--- src/rtl/wmap_pkg.sv ---
package wmap_pkg;
    typedef enum logic [1:0] {
        CLS_RAM  = 2'd0,
        CLS_ROM  = 2'd1,
        CLS_VID  = 2'd2
    } blk_class_e;

    typedef struct packed {
        blk_class_e cls;
        logic [1:0] base_wait;
    } blk_info_t;
endpackage

--- src/rtl/window_regs.sv ---
module window_regs #(
    parameter int NUM_WIN = 8,
    parameter int BLK_W   = 6,
    localparam int IDX_W  = $clog2(NUM_WIN)
) (
    input  logic                            clk,
    input  logic                            rst_n,
    input  logic                            idx_wr,
    input  logic                            dat_wr,
    input  logic                            dat_rd,
    input  logic [7:0]                      wdata,
    output logic [IDX_W-1:0]                idx,
    output logic [NUM_WIN-1:0][BLK_W-1:0]   win
);
    typedef struct packed {
        logic [IDX_W-1:0]              idx;
        logic [NUM_WIN-1:0][BLK_W-1:0] win;
    } regs_t;

    regs_t regs_d, regs_q, regs_rst;

    always_comb begin
        regs_rst.idx = '0;
        for (int n = 0; n < NUM_WIN; n++) begin
            regs_rst.win[n] = BLK_W'(n);
        end
    end

    always_comb begin
        regs_d = regs_q;
        if (idx_wr) begin
            regs_d.idx = wdata[IDX_W-1:0];
        end else if (dat_wr || dat_rd) begin
            if (dat_wr) begin
                regs_d.win[regs_q.idx] = wdata[BLK_W-1:0];
            end
            regs_d.idx = regs_q.idx + 1'b1;
        end
    end

    always_ff @(posedge clk) begin
        if (!rst_n) regs_q <= regs_rst;
        else        regs_q <= regs_d;
    end

    assign idx = regs_q.idx;
    assign win = regs_q.win;

    // index load from the index port
    a_r2_index_load: assert property (@(posedge clk) disable iff (!rst_n)
        idx_wr |=> idx == $past(wdata[IDX_W-1:0]));

    // data-port access advances the index with wrap
    a_r2_index_advance: assert property (@(posedge clk) disable iff (!rst_n)
        (!idx_wr && (dat_wr || dat_rd)) |=> idx == IDX_W'($past(idx) + 1'b1));

    // written block number lands in the window that was selected
    a_r3_write_lands: assert property (@(posedge clk) disable iff (!rst_n)
        (!idx_wr && dat_wr) |=> win[$past(idx)] == $past(wdata[BLK_W-1:0]));
endmodule

--- src/rtl/block_classifier.sv ---
module block_classifier
    import wmap_pkg::*;
#(
    parameter int BLK_W = 6
) (
    input  logic [BLK_W-1:0] blk,
    input  logic             req,
    input  logic             fetch,
    output logic [1:0]       wait_n,
    output logic             vid_cls,
    output logic             bad_fetch
);
    localparam logic [BLK_W-1:0] PLANAR_LO = BLK_W'(6'h20);
    localparam logic [BLK_W-1:0] RMW_LO    = BLK_W'(6'h30);
    localparam logic [BLK_W-1:0] BOOT_LO   = BLK_W'(6'h34);
    localparam logic [BLK_W-1:0] TEXT_BLK  = BLK_W'(6'h38);
    localparam logic [BLK_W-1:0] CHAR_BLK  = BLK_W'(6'h39);

    blk_info_t info;

    always_comb begin
        info.cls       = CLS_ROM;
        info.base_wait = 2'd0;
        if (blk < PLANAR_LO) begin
            info.cls = CLS_RAM;
        end else if (blk < RMW_LO) begin
            info.cls       = CLS_VID;
            info.base_wait = 2'd1;
        end else if (blk < BOOT_LO) begin
            info.cls       = CLS_VID;
            info.base_wait = 2'd2;
        end else if (blk == TEXT_BLK) begin
            info.cls       = CLS_VID;
            info.base_wait = 2'd1;
        end else if (blk == CHAR_BLK) begin
            info.cls       = CLS_VID;
            info.base_wait = 2'd2;
        end
    end

    always_comb begin
        vid_cls   = req && (info.cls == CLS_VID);
        bad_fetch = vid_cls && fetch;
        if (!req) begin
            wait_n = 2'd0;
        end else if (info.cls == CLS_VID) begin
            wait_n = info.base_wait;
        end else begin
            wait_n = fetch ? 2'd1 : 2'd0;
        end
    end

    // no class produces more than two waits
    always_comb begin
        a_r5_wait_range: assert (wait_n != 2'd3);
    end
endmodule

--- src/rtl/bank_window_mapper.sv ---
module bank_window_mapper #(
    parameter int NUM_WIN = 8,
    parameter int BLK_W   = 6,
    parameter int ADDR_W  = 16,
    localparam int IDX_W  = $clog2(NUM_WIN),
    localparam int OFF_W  = ADDR_W - IDX_W
) (
    input  logic              clk,
    input  logic              rst_n,
    input  logic              io_wr,
    input  logic              io_rd,
    input  logic              io_sel,
    input  logic [7:0]        io_wdata,
    output logic [7:0]        io_rdata,
    input  logic              mem_req,
    input  logic              mem_fetch,
    input  logic [ADDR_W-1:0] mem_addr,
    input  logic              blanking,
    input  logic [7:0]        mem_rdata,
    output logic [BLK_W-1:0]  phys_block,
    output logic [OFF_W-1:0]  phys_offset,
    output logic [1:0]        wait_cycles,
    output logic              vram_hold,
    output logic              fetch_err,
    output logic [7:0]        cpu_rdata
);
    logic [IDX_W-1:0]              cur_idx;
    logic [NUM_WIN-1:0][BLK_W-1:0] win;
    logic                          vid_cls;
    logic [IDX_W-1:0]              sel_win;

    window_regs #(.NUM_WIN(NUM_WIN), .BLK_W(BLK_W)) u_regs (
        .clk    (clk),
        .rst_n  (rst_n),
        .idx_wr (io_wr && !io_sel),
        .dat_wr (io_wr && io_sel),
        .dat_rd (io_rd && io_sel && !io_wr),
        .wdata  (io_wdata),
        .idx    (cur_idx),
        .win    (win)
    );

    assign sel_win     = mem_addr[ADDR_W-1 -: IDX_W];
    assign phys_block  = win[sel_win];
    assign phys_offset = mem_addr[OFF_W-1:0];
    assign io_rdata    = 8'(win[cur_idx]);

    block_classifier #(.BLK_W(BLK_W)) u_cls (
        .blk       (phys_block),
        .req       (mem_req),
        .fetch     (mem_fetch),
        .wait_n    (wait_cycles),
        .vid_cls   (vid_cls),
        .bad_fetch (fetch_err)
    );

    assign vram_hold = vid_cls && !blanking;
    assign cpu_rdata = fetch_err ? 8'hFF : mem_rdata;

    // a legal fetch always costs exactly one wait unless video-class
    a_r6_fetch_wait: assert property (@(posedge clk) disable iff (!rst_n)
        (mem_req && mem_fetch && !vid_cls) |-> wait_cycles == 2'd1);

    // hold only for a requested cycle outside blanking
    a_r8_hold_gated: assert property (@(posedge clk) disable iff (!rst_n)
        vram_hold |-> (mem_req && !blanking));

    // error only on fetch cycles
    a_r7_err_on_fetch: assert property (@(posedge clk) disable iff (!rst_n)
        fetch_err |-> (mem_fetch && cpu_rdata == 8'hFF));

    // idle bus is quiet
    a_r9_idle_quiet: assert property (@(posedge clk) disable iff (!rst_n)
        !mem_req |-> (wait_cycles == 2'd0 && !fetch_err && !vram_hold));
endmodule

--- config.mk ---
export PLATFORM = sky130hd
export DESIGN_NAME = bank_window_mapper
export DESIGN_NICKNAME = d
export VERILOG_FILES = /design/src/rtl/wmap_pkg.sv /design/src/rtl/window_regs.sv /design/src/rtl/block_classifier.sv /design/src/rtl/bank_window_mapper.sv
export SDC_FILE = /design/constraint.sdc
export NUM_CORES = 1
export LEC_CHECK = 0
export CELL_PAD_IN_SITES_DETAIL_PLACEMENT = 0
export CELL_PAD_IN_SITES_GLOBAL_PLACEMENT = 1
export CORE_ASPECT_RATIO = 1.2
export CORE_MARGIN = 2
export CORE_UTILIZATION = 26
export CTS_CLUSTER_SIZE = 28
export DETAILED_ROUTE_END_ITERATION = 8
export HOLD_SLACK_MARGIN = 0.06
export PLACE_DENSITY_LB_ADDON = 0.1
export SLEW_MARGIN = 20
export SYNTH_ARGS = -nofsm -noshare
export SYNTH_HDL_FRONTEND = slang
export SYNTH_SLANG_ARGS = --single-unit
--- constraint.sdc ---
create_clock -name clk -period 2.95 [get_ports clk]
set_input_delay 0.59 -clock clk [delete_from_list [all_inputs] [get_ports clk]]
set_output_delay 0.59 -clock clk [all_outputs]
set_load 0.1 [all_outputs]
* After elaboration in Yosys (flattened, before gate mapping)
Index checks and enable logic that the tools add are counted.
Word-level totals: bits in registers 51, bits of input ports 40
Operators by class: $add $sub $neg 1, equality and inequality tests 3, reductions and logical operators 14, bitwise logic cells 1, muxes and demuxes 20, $lt $le $gt $ge 6
Operators by type and width (count):
- 51-bit two-way mux | 1
- 48-bit bitwise mux | 1
- 48-bit two-way mux | 1
- 6-bit binary-select mux with 3-bit select | 2
- 6-bit demux with 3-bit select | 1
- 6-bit less-than comparator (second input constant) | 3
- 6-bit two-way mux | 3
- 4-bit two-way mux | 4
- 6-bit equality test (second input constant) | 2
- 1-bit logical AND | 8
- 3-bit by 4-bit less-than comparator with 1-bit output (second input constant) | 2
- 2-bit two-way mux | 4
- 8-bit two-way mux | 1
- 3-bit by 1-bit adder with 3-bit output (second input constant) | 1
- 3-bit by 1-bit >= comparator with 1-bit output (second input constant) | 1
- 1-bit zero test | 3
- 3-bit two-way mux | 1
- 3-bit AND reduction | 1
- 2-bit equality test (second input constant) | 1
- 2-bit nonzero test | 1
- 1-bit logical OR | 1
- 1-bit two-way mux | 1
- 1-bit NOT | 1

* Depth between registers and ports, before layout
depth in word-level cells 12, gate-level depth with buffers 6, gate-level depth less buffers 5

* By module
A second synthesis with hierarchy kept.
Second synthesis, totals: cells, all modules 279, area total of the unflattened synthesis 3084.2 µm²
By module, submodules not included:
- window_regs | area an instance 2008.2 µm², times used 1, sequential area each 1021.0 µm², cells an instance 197
- bank_window_mapper | area an instance 997.2 µm², times used 1, sequential area each 0.0 µm², cells an instance 70
- block_classifier | area an instance 78.8 µm², times used 1, sequential area each 0.0 µm², cells an instance 12

* Worst setup path before layout
No wires, ideal clock.
path type input -> output, start input mem_addr[13], end output wait_cycles[0], setup slack -1.261 ns, stages 6, arrival 3.621 ns, path through buf_6 > mux4_2 > mux2_2 > a21oi_4 > o221ai_1 > a21oi_1
Between the ends: cells in the longest elaborated chain, start to end 11
RTL lines:
- start, declared | RTL line bank_window_mapper.sv:17 | input logic [ADDR_W-1:0] mem_addr,
- 6-bit binary-select mux with 3-bit select * | RTL line bank_window_mapper.sv:44 | assign phys_block = win[sel_win];
- 6-bit two-way mux (implied by the code) * | RTL line bank_window_mapper.sv:44
- named net phys_block[1] | RTL line bank_window_mapper.sv:20 | output logic [BLK_W-1:0] phys_block,
- parallel branches: the longest is 7 deep, another holds 6-bit less-than comparator
- 2-bit two-way mux * | RTL line block_classifier.sv:46 | end else if (info.cls == CLS_VID) begin
- 2-bit two-way mux * | RTL line block_classifier.sv:44 | if (!req) begin
- end, declared | RTL line bank_window_mapper.sv:22 | output logic [1:0] wait_cycles,
Mark *: on every way through the listed nets, which the timed path passes. The select of a mux whose other input is x is not followed.

* Worst setup path after layout
start input mem_addr[13], end output cpu_rdata[4]
Between the ends: cells in the longest elaborated chain, start to end 12
RTL lines:
- 6-bit binary-select mux with 3-bit select * | RTL line bank_window_mapper.sv:44
- 6-bit two-way mux (implied by the code) * | RTL line bank_window_mapper.sv:44
- parallel branches: the longest is 5 deep, another holds 6-bit less-than comparator
- 2-bit two-way mux * | RTL line block_classifier.sv:24 | if (blk < PLANAR_LO) begin
- 2-bit equality test * | RTL line block_classifier.sv:42 | vid_cls = req && (info.cls == CLS_VID);
- 1-bit logical AND * | RTL line block_classifier.sv:42
- 1-bit logical AND * | RTL line block_classifier.sv:43 | bad_fetch = vid_cls && fetch;
- 8-bit two-way mux * | RTL line bank_window_mapper.sv:58 | assign cpu_rdata = fetch_err ? 8'hFF : mem_rdata;
- end, declared | RTL line bank_window_mapper.sv:25 | output logic [7:0] cpu_rdata
Every way passes the cells marked *. The select of a mux whose other input is x is not followed.

==> impl_results.rst <==
.. list-table::
   :header-rows: 1

   * - Metric
     - Value
   * - Outcome
     - finished clean
   * - Average routed wire per standard cell
     - 18.5 um
   * - Count of cell types in the netlist
     - 45
   * - Port-buffer cells
     - 48
   * - WHS Path Cells
     - 2
   * - EDFF count, synth
     - 0
   * - Chip Height
     - 123 um
   * - Number of sinks driven by the clock tree
     - 51
   * - Slew at the pin closest to its max-slew limit
     - approximately 600 ps
   * - Max FO, Critical Path
     - 7
   * - Clock slew at reported path FFs
     - around 60 ps
   * - Post-layout util
     - 0.382
   * - Setup slack of the most critical reg-to-reg path
     - 790 ps
   * - Synth Flop Type
     - dfxtp_1
   * - Post-route clock period utilization
     - 0.991
   * - Ratio of cells with drive above 1 in the final layout
     - 0.332
   * - Die Span X
     - about 100 um
   * - Area Growth Syn to Fin
     - 43.5%
   * - Multi-input logic area
     - a little under 2000 um^2
   * - Remaining global-route overflow
     - 0
   * - Aggregate global-route resource usage
     - 0.159
   * - Storage cell area
     - between 1000 and 1500 um^2
   * - Post-synthesis cell type with the largest combined area
     - dfxtp_1
   * - Synth async-reset ratio
     - 0
   * - Synth warn
     - 0
   * - Crit Path Category
     - in -> out
   * - Vias in the first global route
     - around 2500
   * - Placed Instances
     - just over 500
   * - Largest vdd supply drop
     - roughly 200 uV
   * - Hold WC Path Type
     - reg -> reg
   * - TritonCTS buffer count
     - 5
   * - Total I/O pin count
     - slightly below 80
   * - Synthesized instance count
     - roughly 300
   * - Final sum of negative setup slack
     - 0 ps
   * - Flops & latches, synth
     - between 50 and 60
   * - Detailed-route wire length
     - a little under 10000 um
   * - Final net count
     - 401
   * - Core Footprint
     - about 12000 um^2
   * - Post-route ant nets
     - 0
   * - Data arrival time of the critical path
     - ~2300 ps
   * - Max-cap violation count
     - 0
   * - Setup-violating endpoint count in the final report
     - 0
   * - Most frequently used cell type in the post-synthesis netlist
     - mux2i_1
   * - Critical path endpoint category
     - output port
   * - P_leak
     - 1.68 nW
   * - Power density normalized to cell area
     - ~420 nW/um^2
   * - Netlist Area Pre-Place
     - 3080 um^2
   * - Post-detailed-route via-to-cell ratio
     - 4.70
   * - Non-filler cells, final
     - 518
   * - Number of buffers on the longest clock path
     - 2
   * - Area of the die
     - roughly 13000 um^2
   * - Remaining design rule violation count
     - 0
   * - Smallest hold slack
     - 504 ps
   * - Share of synthesized area occupied by flip-flops and latches
     - 0.332
   * - Buffer cell driving the clock tree root
     - clkbuf_16
   * - Largest cells by area after synthesis
     - dfxtp_1, mux2i_1, mux4_2
   * - Critical path required time
     - approximately 2400 ps
   * - Source-to-sink clock delay at the later pin of the worst-skew pair
     - about 290 ps
   * - Wire length of the first global-routing pass
     - 14800 um
   * - Half-perimeter wire length of the detailed placement result
     - 7120 um
   * - 1st-pass router iterations
     - 5
   * - Num rows
     - 43
   * - Fillers
     - 1159
   * - Startpoint of the worst-slack reg-to-reg timing path
     - u_regs.idx[1]
   * - Hold buffer count at cts
     - 0
   * - TritonCTS clock tree
     - built
   * - Peak Freq
     - roughly 340 MHz
   * - Kind of start point of the critical path
     - primary input
   * - Final slew viol count
     - 0
   * - Initial antenna violation count
     - 0
   * - Iter 0 DRT Violations
     - between 100 and 150
   * - Most numerous cell types in the synthesized netlist
     - mux2i_1, dfxtp_1, nor2b_1, nand2_1, clkbuf_1
   * - Number of antenna cells inserted
     - 0
   * - Final critical-path required period
     - between 2000 and 3000 ps
   * - Final number of hold-violating endpoints
     - 0
   * - Largest net degree at the start of global routing
     - 38
   * - Effective utilization at floorplan
     - 0.266
   * - Mean area per synthesized cell
     - approximately 10 um^2
   * - Worst Clk Skew
     - about 5.4 ps
   * - Worst slew margin relative to its limit
     - 0.603
   * - Setup repair after global routing missed its margin
     - true
   * - Cell depth of the worst flop-to-flop path
     - 5
   * - Routed vias
     - 2434
   * - Level count of the clock H-tree
     - 2
   * - Final weighted congestion in routability-driven placement
     - ~0.8
   * - Share of Yosys cell area claimed by the top area cell type
     - 0.332
==> what timing repair did <==
item                       in CTS  in global routing
setup buffers                   3                  0
pin swaps                       3                  2
resized for setup              22                  8
cloned                          1                  0
setup endpoints to repair      18                 12
==> layer usage <==
metal | wire [um] | GRT usage
met5 | 0 | 0
met1 | 4070 | 0.195
met2 | 4850 | 0.276
met4 | 201 | 0.0584
met3 | 490 | 0.0271
==> kinds of logic (layout without fill, tap and decap cells) <==
group           Yosys count  count (layout)  share of synthesized area
compound gates           34              34                     0.0866
fa+ha+maj                 1               1                    0.00406
buf+inv                  45             102                     0.0841
mux                      80              80                      0.329
simple gates             91              91                      0.163
other cells               1               2                    0.00122
flops                    51              51                      0.332
==> critical path, cell delays in order <==
cell	delay (ps)
buf_12	110
mux4_2	490
mux2_4	320
a21oi_4	180
buf_6	130
o211ai_4	100
buf_12	170
nand2b_4	70
buf_12	160
==> cell usage in the layout (no fill, tap or decap), types with 2 or more instances in the layout <==
cell type / netlist / routed
mux2i_4: 1 / 3
nand2b_4: 0 / 8
nand3_1: 2 / 2
a21oi_1: 4 / 3
a22oi_1: 2 / 2
conb_1: 1 / 2
mux2_4: 2 / 3
nor2_1: 14 / 13
nand2_1: 19 / 19
nor2b_1: 39 / 39
mux2_2: 5 / 4
mux4_2: 13 / 14
o21ai_2: 1 / 2
dfxtp_1: 51 / 51
o22ai_2: 0 / 2
a221oi_1: 7 / 7
o221ai_2: 0 / 3
inv_1: 5 / 5
o21ai_0: 6 / 5
mux2i_1: 57 / 56
clkdlybuf4s50_1: 0 / 21
buf_6: 1 / 3
nand2b_1: 10 / 2
buf_12: 1 / 27
buf_4: 15 / 33
clkbuf_16: 0 / 5
==> cell type report <==
class	instances	area share
clock buffer	6	0.0292
clock inverter	2	0.00283
inverter	7	0.00708
multi-input combinational	208	0.438
sequential	51	0.231
tap	157	0.0445
timing repair buffer	87	0.247
==> through the flow <==
step | power, mW | worst slack [ps] | instance area, um^2
floorplan | 1.17 | -729 | 3190
global placement | 1.29 | -599 | 4170
detailed placement | 1.30 | -616 | 4170
CTS | 1.90 | -55.2 | 4400
global route | 1.95 | -25.4 | 4420
finish | 1.87 | 26.2 | 4420
==> how the worst max path moves through the flow <==
stage                 startpoint        endpoint
floorplan           mem_addr[13]  wait_cycles[1]
global placement    mem_addr[15]    cpu_rdata[1]
detailed placement  mem_addr[15]    cpu_rdata[2]
CTS                 mem_addr[13]    cpu_rdata[4]
global route        mem_addr[13]    cpu_rdata[3]
finish              mem_addr[13]    cpu_rdata[4]
==> report_power, final <==
group / switching [mW] / internal (mW)
combinational: 0.331 / 0.234
sequential: 0.0253 / 0.702
clock: 0.267 / 0.314
Power figures use the tool's default switching activity.
